**src/rtl/sma_pkg.sv**
```systemverilog
`timescale 1ns/1ps
package sma_pkg;
  typedef enum logic [2:0] {
    ST_IDLE,
    ST_ADDR,
    ST_ACK_WAIT,
    ST_ACK,
    ST_TX,
    ST_MACK,
    ST_HOLD
  } sma_state_e;
endpackage

```
**src/rtl/sma_sync.sv**
```systemverilog
`timescale 1ns/1ps
module sma_sync #(
  parameter int   STAGES  = 2,
  parameter logic RST_VAL = 1'b1
) (
  input  logic clk,
  input  logic rst,
  input  logic d,
  output logic q
);
  logic [STAGES-1:0] chain;

  always_ff @(posedge clk) begin
    if (rst) chain <= {STAGES{RST_VAL}};
    else     chain <= {chain[STAGES-2:0], d};
  end

  assign q = chain[STAGES-1];
endmodule

```
**src/rtl/sma_cond.sv**
```systemverilog
`timescale 1ns/1ps
module sma_cond (
  input  logic clk,
  input  logic rst,
  input  logic scl,
  input  logic sda,
  output logic scl_rise,
  output logic scl_fall,
  output logic start_det,
  output logic stop_det,
  output logic sda_lvl
);
  logic scl_q, sda_q;

  always_ff @(posedge clk) begin
    if (rst) begin
      scl_q <= 1'b1;
      sda_q <= 1'b1;
    end else begin
      scl_q <= scl;
      sda_q <= sda;
    end
  end

  assign scl_rise  = scl & ~scl_q;
  assign scl_fall  = ~scl & scl_q;
  assign start_det = scl & scl_q & sda_q & ~sda;
  assign stop_det  = scl & scl_q & ~sda_q & sda;
  assign sda_lvl   = sda;
endmodule

```
**src/rtl/sma_alert.sv**
```systemverilog
`timescale 1ns/1ps
module sma_alert (
  input  logic clk,
  input  logic rst,
  input  logic fault,
  input  logic clear,
  output logic pending
);
  always_ff @(posedge clk) begin
    if (rst)        pending <= 1'b0;
    else if (fault) pending <= 1'b1;
    else if (clear) pending <= 1'b0;
  end
endmodule

```
**src/rtl/sma_xfer.sv**
```systemverilog
`timescale 1ns/1ps
module sma_xfer
  import sma_pkg::*;
#(
  parameter int            AW        = 7,
  parameter logic [AW-1:0] RESP_ADDR = AW'(7'h0C)
) (
  input  logic          clk,
  input  logic          rst,
  input  logic          scl_rise,
  input  logic          scl_fall,
  input  logic          start_det,
  input  logic          stop_det,
  input  logic          sda_lvl,
  input  logic          pending,
  input  logic [AW-1:0] own_addr,
  output logic          drv,
  output logic          win
);
  localparam int BW = AW + 1;
  localparam int CW = $clog2(BW);

  sma_state_e    st;
  logic [CW-1:0] cnt;
  logic [BW-2:0] shreg;
  logic [BW-1:0] txb;
  logic [BW-1:0] rx_byte;

  assign rx_byte = {shreg, sda_lvl};
  assign win     = (st == ST_MACK) && (scl_rise || stop_det) && !start_det;

  always_ff @(posedge clk) begin
    if (rst) begin
      st    <= ST_IDLE;
      cnt   <= '0;
      shreg <= '0;
      txb   <= '0;
      drv   <= 1'b0;
    end else if (start_det) begin
      st  <= ST_ADDR;
      cnt <= '0;
      drv <= 1'b0;
    end else if (stop_det) begin
      st  <= ST_IDLE;
      drv <= 1'b0;
    end else begin
      case (st)
        ST_ADDR: if (scl_rise) begin
          shreg <= rx_byte[BW-2:0];
          if (cnt == CW'(BW-1)) begin
            cnt <= '0;
            if (rx_byte == {RESP_ADDR, 1'b1} && pending) begin
              st  <= ST_ACK_WAIT;
              txb <= {own_addr, 1'b1};
            end else begin
              st <= ST_IDLE;
            end
          end else begin
            cnt <= cnt + 1'b1;
          end
        end
        ST_ACK_WAIT: if (scl_fall) begin
          drv <= 1'b1;
          st  <= ST_ACK;
        end
        ST_ACK: if (scl_fall) begin
          drv <= ~txb[BW-1];
          txb <= {txb[BW-2:0], 1'b0};
          st  <= ST_TX;
        end
        ST_TX: begin
          if (scl_rise) begin
            if (!drv && !sda_lvl) begin
              st <= ST_HOLD;
            end else if (cnt == CW'(BW-1)) begin
              cnt <= '0;
              st  <= ST_MACK;
            end else begin
              cnt <= cnt + 1'b1;
            end
          end else if (scl_fall) begin
            drv <= ~txb[BW-1];
            txb <= {txb[BW-2:0], 1'b0};
          end
        end
        ST_MACK: begin
          if (scl_fall) drv <= 1'b0;
          if (scl_rise) st  <= ST_IDLE;
        end
        default: ;
      endcase
    end
  end
endmodule

```
**src/rtl/smb_alert_responder.sv**
```systemverilog
`timescale 1ns/1ps
module smb_alert_responder #(
  parameter int             AW          = 7,
  parameter int             SYNC_STAGES = 2,
  parameter logic [AW-1:0]  RESP_ADDR   = AW'(7'h0C)
) (
  input  logic          clk,
  input  logic          rst,
  input  logic          scl_in,
  input  logic          sda_in,
  input  logic          fault_evt,
  input  logic [AW-1:0] own_addr,
  output logic          sda_drive,
  output logic          alert_drive,
  output logic          serviced
);
  localparam int NLINES = 2;

  logic [NLINES-1:0] raw_lines, syn_lines;
  logic scl_syn, sda_syn;
  logic scl_rise, scl_fall, start_det, stop_det, sda_lvl;
  logic pending, win;

  assign raw_lines = {sda_in, scl_in};

  for (genvar g = 0; g < NLINES; g++) begin : g_sync
    sma_sync #(.STAGES(SYNC_STAGES), .RST_VAL(1'b1)) u_sync (
      .clk (clk),
      .rst (rst),
      .d   (raw_lines[g]),
      .q   (syn_lines[g])
    );
  end

  assign scl_syn = syn_lines[0];
  assign sda_syn = syn_lines[1];

  sma_cond u_cond (
    .clk       (clk),
    .rst       (rst),
    .scl       (scl_syn),
    .sda       (sda_syn),
    .scl_rise  (scl_rise),
    .scl_fall  (scl_fall),
    .start_det (start_det),
    .stop_det  (stop_det),
    .sda_lvl   (sda_lvl)
  );

  sma_alert u_alert (
    .clk     (clk),
    .rst     (rst),
    .fault   (fault_evt),
    .clear   (win),
    .pending (pending)
  );

  sma_xfer #(.AW(AW), .RESP_ADDR(RESP_ADDR)) u_xfer (
    .clk       (clk),
    .rst       (rst),
    .scl_rise  (scl_rise),
    .scl_fall  (scl_fall),
    .start_det (start_det),
    .stop_det  (stop_det),
    .sda_lvl   (sda_lvl),
    .pending   (pending),
    .own_addr  (own_addr),
    .drv       (sda_drive),
    .win       (win)
  );

  assign alert_drive = pending;

  always_ff @(posedge clk) begin
    if (rst) serviced <= 1'b0;
    else     serviced <= win;
  end
endmodule

```
**config.mk**
```make
export PLATFORM = sky130hd
export DESIGN_NAME = smb_alert_responder
export DESIGN_NICKNAME = d
export VERILOG_FILES = /design/src/rtl/sma_pkg.sv /design/src/rtl/sma_sync.sv /design/src/rtl/sma_cond.sv /design/src/rtl/sma_alert.sv /design/src/rtl/sma_xfer.sv /design/src/rtl/smb_alert_responder.sv
export SDC_FILE = /design/constraint.sdc
export NUM_CORES = 1
export LEC_CHECK = 0
export ABC_AREA = 1
export BUFFER_PORTS_ARGS = -buffer_cell sky130_fd_sc_hd__buf_2
export CAP_MARGIN = 20
export CELL_PAD_IN_SITES_DETAIL_PLACEMENT = 1
export CELL_PAD_IN_SITES_GLOBAL_PLACEMENT = 1
export CORE_MARGIN = 2
export CORE_UTILIZATION = 42
export CTS_CLUSTER_DIAMETER = 200
export DETAILED_ROUTE_END_ITERATION = 8
export PLACE_DENSITY = 0.83
export SLEW_MARGIN = 30
export SYNTH_ARGS = -nofsm -noshare
export SYNTH_HDL_FRONTEND = slang
export SYNTH_SLANG_ARGS = --single-unit
export TNS_END_PERCENT = 1
```
**constraint.sdc**
```tcl
create_clock -name clk -period 1.8 [get_ports clk]
set_input_delay 0.18 -clock clk [delete_from_list [all_inputs] [get_ports clk]]
set_output_delay 0.18 -clock clk [all_outputs]
set_load 0.005 [all_outputs]
```
==> impl_metrics.ini, run 1 <==
[floorplan]
start_util_pct = 43.8
pin_count = 15
placeableCoreArea_sq_um = 3660
fp.dieW_um = 65.8
dieArea_sq_um = 4330
die_y_um = 65.8
fp-row-count = 22

[synthesis]
synth_warnings = 0
yosysMostFrequentCell = nand2_1
ys_ff_latch = 30
synth_common_cells = nand2_1 (61), nor2_1 (32), dfxtp_1 (30), inv_1 (19), nand3_1 (13)
synth_area_sq_um = 1610
synth_edf_count = 0
synthArstFlopShare_pct = 0
synth_top_area_share_pct = 37.4
seq_area_frac_synth_pct = 37.4
synth.area.top_cells = dfxtp_1 (37%), nand2_1 (14%), nor2_1 (7.5%)
syn_avg_cell_area_sq_um = 7.04
ys_types = 28
synthesis.instances = 228
syn_nets = 242
synth_top_area_cell = dfxtp_1
synthFlopType = dfxtp_1

[detailed_routing]
num_vias = 1455
ant_nets = 0
wire_per_inst_um = 12.3
first_pass_iters = 5
drt-initial-drc-count = 55
post_drt_via_cell_ratio = 4.88
routed_wl_um = 3680
drc = 0

[final_layout]
drive_above_1_share_pct = 24.0
fill_cells = 495
regArea_sq_um = 602
multi_input_area_sq_um = 855
syn_to_final_growth_pct = 15.0
final_cells = 298
fin_nets = 263
utilization_pct = 50.4
diodes = 0

[pwr]
leakagePower_nw = 0.923
peakVddDrop_uv = 675
power.density_nw_per_um2 = 1110

[timing]
fin_setup_tns_ps = 0
slew_violations = 0
rsz0062_at_grt = no
setup_viol = 0
post-route-min-period_ps = 1620
max_slew.worst_pin.slew_ps = 428
holdWs_ps = 82.0
hold_viol_final = 0
period_share_pct = 90.3
finalClockSkew_ps = 6.09
relSlewSlack_pct = 71.3
clock.fmax_mhz = 615

[worst_setup_path]
reg2reg_slack_ps = 180
crit_fanout = 16
cp_cell_sequence = inv_1 > nand2_1 > inv_2 > nand2_1 > nand3_2 > nor2_8 > nand3_1 > nand2_1 > nor2_1
worst_path_largest_cell_delay_ps = 340
reg2regPathDepth = 9
path_delay_family = simple AND/OR/NAND/NOR gates
reg2reg_from = u_cond.scl_q
cpMostUsedCell = nand2_1
r2r-end = u_xfer.txb[7]
crit_type = flop to flop
crit_path_end_kind = flop
cp.arrival_ps = 1790
slowest_stage = dfxtp_1
cp-start-kind = flop
path_buf_inv = 2
cp.required_ps = 1960

[hold_path]
worst_hold_path.endpoint = g_sync[0].u_sync.chain[0]
holdCritStartpoint = scl_in
whs_path_depth = 2
hold_class = input pin to flop

[global_route]
overflow = 0
grt_pass1_wl_um = 6740
grt_max_degree = 17
first_global_vias = 1515
antenna_found_initial = 0
grt_util_all_layers_pct = 20.4

[clock_network]
clkSinkCount = 30
clock_path_buffers = 2
clkTransAtPathRegs_ps = 60
cts_root_buffer = clkbuf_8
post_cts_buffers = 0
clkLatencyLatePin_ps = 280
cts_resized = 0
cts_tree = built
cts_buffers = 5
cts.htree.levels = 2
postCtsHoldBufs = 0

[placed_design]
port_buffers = 14
dp.cells = 290
hpwl_um = 2780
gp_congestion = 0.936

[run]
cap_viol_max_count = 0

[run_status]
status = finished, final reports clean
==> power by group <==
part	leakage (nW)	internal [W]	total, W	switching, W
clock	0.0524	0.000414	0.000655	0.000241
sequential	0.245	0.000746	0.000810	0.0000648
combinational	0.626	0.000212	0.000579	0.000367
total	0.923	0.00137	0.00204	0.000673
==> metrics by stage <==
| step | setup slack (ps) | instance area, sq um | power, W |
|---|---|---|---|
| 2_1_floorplan | 337 | 1610 | 0.00128 |
| 3_3_place_gp | 159 | 1740 | 0.00139 |
| 3_5_place_dp | 138 | 1740 | 0.00140 |
| 4_1_cts | 91.0 | 1850 | 0.00206 |
| 5_1_grt | 15.2 | 1850 | 0.00219 |
| 6_report | 175 | 1850 | 0.00204 |
==> layout make-up <==
class	count	area share, %
Sequential cell	30	32.6
Timing Repair Buffer	19	6.50
Tap cell	48	3.25
Inverter	27	5.62
Clock buffer	7	4.13
Multi-Input combinational cell	166	46.3
Clock inverter	1	1.63
==> kinds of logic (layout without fill, tap and decap cells) <==
group                      Yosys count  after routing  share of synthesized area (%)
AOI/OAI and AO/OA                   34             34                           13.3
adders and majority gates            2              2                           1.56
buffers and inverters               32             54                           9.35
DFF                                 30             30                           37.4
and+or+nand+nor                    130            130                           38.3
==> worst max-delay path by stage <==
| stage | startpoint | to | slack, ps | cells past startpoint |
|---|---|---|---|---|
| after floorplan | u_xfer.st[0] | u_xfer.txb[5] | 340 | 10 |
| after global placement | u_xfer.st[2] | u_xfer.txb[7] | 160 | 9 |
| after detailed placement | u_xfer.st[2] | u_xfer.txb[7] | 140 | 9 |
| after CTS | u_xfer.st[2] | u_xfer.txb[7] | 90 | 9 |
| after global routing | u_cond.scl_q | u_xfer.txb[7] | 20 | 9 |
| final | u_cond.scl_q | u_xfer.txb[7] | 180 | 9 |
==> registers in the layout, indices dropped and copies added (netlist names), 3 cells and up <==
signal,flops
g_sync.u_sync.chain,4
u_xfer.cnt,3
u_xfer.st,3
u_xfer.txb,8
u_xfer.shreg,7
==> layer usage <==
layer  global-route usage (%)  share of wire (%)  wire [um]
met2                     32.7                 47       1720
met1                     26.0                 49       1800
met5                        0                  0          0
met3                     4.43                2.6         94
met4                     9.38                1.7         62
==> cell usage in the layout (no fill, tap or decap) <==
| master | n |
|---|---|
| nand2_1 | 61 |
| nor2_1 | 32 |
| dfxtp_1 | 29 |
| inv_1 | 19 |
| buf_2 | 14 |
| nand3_1 | 13 |
| a21oi_1 | 12 |
| o21ai_0 | 9 |
| a21oi_2 | 7 |
| inv_2 | 5 |
| clkbuf_8 | 5 |
| or2_2 | 4 |
| nor2_2 | 4 |
| buf_4 | 4 |
| nand2_2 | 3 |
| nor2_4 | 3 |
| nand4_1 | 3 |
| nand3_2 | 3 |
| o21ai_1 | 3 |
| nor2_8 | 2 |
| clkinv_1 | 2 |
| nor3_1 | 2 |
| ha_1 | 2 |
| clkbuf_1 | 2 |
| a211oi_1 | 1 |
| inv_4 | 1 |
| o21ai_4 | 1 |
| o21ai_2 | 1 |
| bufinv_16 | 1 |
| buf_12 | 1 |
| dfxtp_2 | 1 |
==> worst reg2reg max path: stages, from the launching register on <==
cell,delay [ps]
dfxtp_1,340
inv_1,50
nand2_1,280
inv_2,110
nand2_1,100
nand3_2,120
nor2_8,270
nand3_1,110
nand2_1,80
nor2_1,50
(Power assumes the default switching activity.)
==> inputs of run 2 (changes only) <==
--- a/config.mk
+++ b/config.mk
@@ -11,12 +11,13 @@
 export CELL_PAD_IN_SITES_DETAIL_PLACEMENT = 1
 export CELL_PAD_IN_SITES_GLOBAL_PLACEMENT = 1
 export CORE_MARGIN = 2
-export CORE_UTILIZATION = 42
+export CORE_UTILIZATION = 41
 export CTS_CLUSTER_DIAMETER = 200
 export DETAILED_ROUTE_END_ITERATION = 8
 export PLACE_DENSITY = 0.83
 export SLEW_MARGIN = 30
 export SYNTH_ARGS = -nofsm -noshare
 export SYNTH_HDL_FRONTEND = slang
+export SYNTH_HIERARCHICAL = 1
 export SYNTH_SLANG_ARGS = --single-unit
 export TNS_END_PERCENT = 1
==> impl_metrics.ini, run 2 <==
[synthesis]
ys_ff_latch = 30
synth_area_sq_um = 1640
syn_avg_cell_area_sq_um = 6.52
synth_mux_area_share_pct = 0
seq_area_frac_synth_pct = 36.7
synth_compound_area_share_pct = 11.5
synth_top_area_cell = dfxtp_1
synthesis.instances = 251
synthXorXnorAreaFrac_pct = 0
synth_top_family_by_area = simple AND/OR/NAND/NOR gates
yosys.area_share.simple_pct = 35.6
synth_common_cells = nand2_1 (55), inv_1 (43), nor2_1 (37), dfxtp_1 (30), nand3_1 (26)
yosysMostFrequentCell = nand2_1
synth_edf_count = 0
synth_warnings = 6
synthFlopType = dfxtp_1
synthArstFlopShare_pct = 0
synthAdderAreaFrac_pct = 1.53
syn_nets = 265
synth_top_area_share_pct = 36.7
ys_types = 21
synth.area.top_cells = dfxtp_1 (37%), nand2_1 (13%), inv_1 (9.9%)

[pwr]
leakagePower_nw = 0.905
power.density_nw_per_um2 = 801
power_w = 0.00147
peakVddDrop_uv = 501

[clock_network]
cts_buffers = 5
clkLatencyLatePin_ps = 270
clkSinkCount = 30
cts_tree = built
cts.htree.levels = 2
clkTransAtPathRegs_ps = 70
cts_root_buffer = clkbuf_8
clock_path_buffers = 2

[final_layout]
fill_cells = 527
fin_nets = 283
finalInstanceArea_sq_um = 1840
mostFrequentLayoutCell = nand2_1
top_regs = u_xfer/txb (8), u_xfer/shreg (7), g_sync.u_sync/chain (4)
drive_above_1_share_pct = 15.6
syn_to_final_growth_pct = 12.4
diodes = 0
top_register = u_xfer/txb
multi_input_area_sq_um = 798
largest_reg_flops = 8
utilization_pct = 49.1
regArea_sq_um = 601
final_cell_mix = nand2_1 (55), inv_1 (43), nor2_1 (36)

[floorplan]
placeableCoreArea_sq_um = 3740
die_y_um = 67.2
pin_count = 15
fp-row-count = 22
start_util_pct = 43.7
fp.dieW_um = 67.2
dieArea_sq_um = 4510

[worst_setup_path]
crit_fanout = 10
reg2reg_slack_ps = 120
crit_path_end_kind = flop
crit_type = flop to flop
crit_start = u_xfer/st[1]
cp.required_ps = 1970
r2r-end = u_xfer/txb[7]
cp.arrival_ps = 1840
cp-start-kind = flop
reg2regPathDepth = 10
reg2reg_from = u_xfer/st[1]

[detailed_routing]
num_vias = 1570
first_pass_iters = 4
drc = 0
routed_wl_um = 4010
wire_per_inst_um = 12.6
drt-initial-drc-count = 61
post_drt_via_cell_ratio = 4.94
ant_nets = 0

[placed_design]
port_buffers = 14
placed_area_sq_um = 1730
hpwl_um = 2910
dp_slack_ps = 78.7
gp_congestion = 0.790

[timing]
post-route-min-period_ps = 1680
setup_viol = 0
clock.fmax_mhz = 596
finalClockSkew_ps = 5.52
hold_viol_final = 0
period_share_pct = 93.2
relSlewSlack_pct = 68.6
rsz0062_at_grt = yes
fin_ws_ps = 122
slew_violations = 0
max_slew.worst_pin.slew_ps = 471

[global_route]
grt_pass1_wl_um = 7090
grt_max_degree = 17
overflow = 0
first_global_vias = 1611
antenna_found_initial = 0
grt_util_all_layers_pct = 20.8

[hold_path]
whs_path_depth = 3
worst_hold_path.endpoint = g_sync[1].u_sync/chain[0]
hold_class = input pin to flop
holdCritStartpoint = sda_in

[run]
cap_viol_max_count = 0

[run_status]
status = finished, final reports clean
## run 2: cell types whose count changed after synthesis, sizes merged, moves of 2 or more
cell	before	now
buf	4	7
or2	4	0
clkinv	2	0
nor3	2	0
nand3	16	30
nand4	3	1
o21ai	14	16
nand2	64	59
inv	25	45
## run 2: cell families (layout without fill, tap and decap cells)
group | count (synthesis) | in the layout
compound gates | 36 | 36
fa+ha+maj | 2 | 2
buf+inv | 53 | 72
flops | 30 | 30
simple gates | 130 | 130
## run 2: area by class of cell
cell class	instances	share of cell area (%)
timing repair buffer	19	6.53
sequential	30	32.7
clock inverter	1	0.272
inverter	45	9.18
clock buffer	7	4.69
tap	48	3.27
multi-input combinational	168	43.4
## run 2: what timing repair did
action,4_1_cts,5_1_grt
endpoints found under the setup margin,0,13
hold buffers,0,0
buffers inserted,0,1
endpoints found under the hold margin,0,0
resized for setup,0,1
## run 2: per-stage QoR
stage	cells	TNS [ps]	hold WS [ps]
final	318	0	75.5
after global routing	318	-81.8	79.0
after CTS	317	0	70.1
after detailed placement	309	0	357
after global placement	309	0	347
after floorplan	251	0	242
## run 2: report_power, final
part	switching [W]	leakage (nW)	internal [W]	total, W
combinational	0.000124	0.613	0.0000767	0.000201
clock	0.000248	0.0482	0.000308	0.000556
sequential	0.0000224	0.244	0.000694	0.000717
## run 2: how the worst max path moves through the flow
stage,slack (ps),endpoint
2_1_floorplan,330,u_xfer/txb[5]
3_3_place_gp,170,u_xfer/txb[7]
3_5_place_dp,80,u_xfer/txb[4]
4_1_cts,40,u_xfer/txb[4]
5_1_grt,-30,u_xfer/shreg[3]
6_report,120,u_xfer/txb[7]
## run 2: metal layers
layer  part of all wire, %  GRT usage, %
met1                    49          26.7
met3                   3.0          3.67
met2                    47          34.8
met5                     0             0
met4                   1.2          7.65
## run 2: worst max-delay path, stage by stage (launching register included)
cell and delay [ps]:
dfxtp_1 540, nor2_1 120, nand2_1 190, buf_4 210, nand2_4 110, nand2_1 90
nand2_1 60, inv_1 50, nand3_1 70, nand2_1 70, nor2_1 50
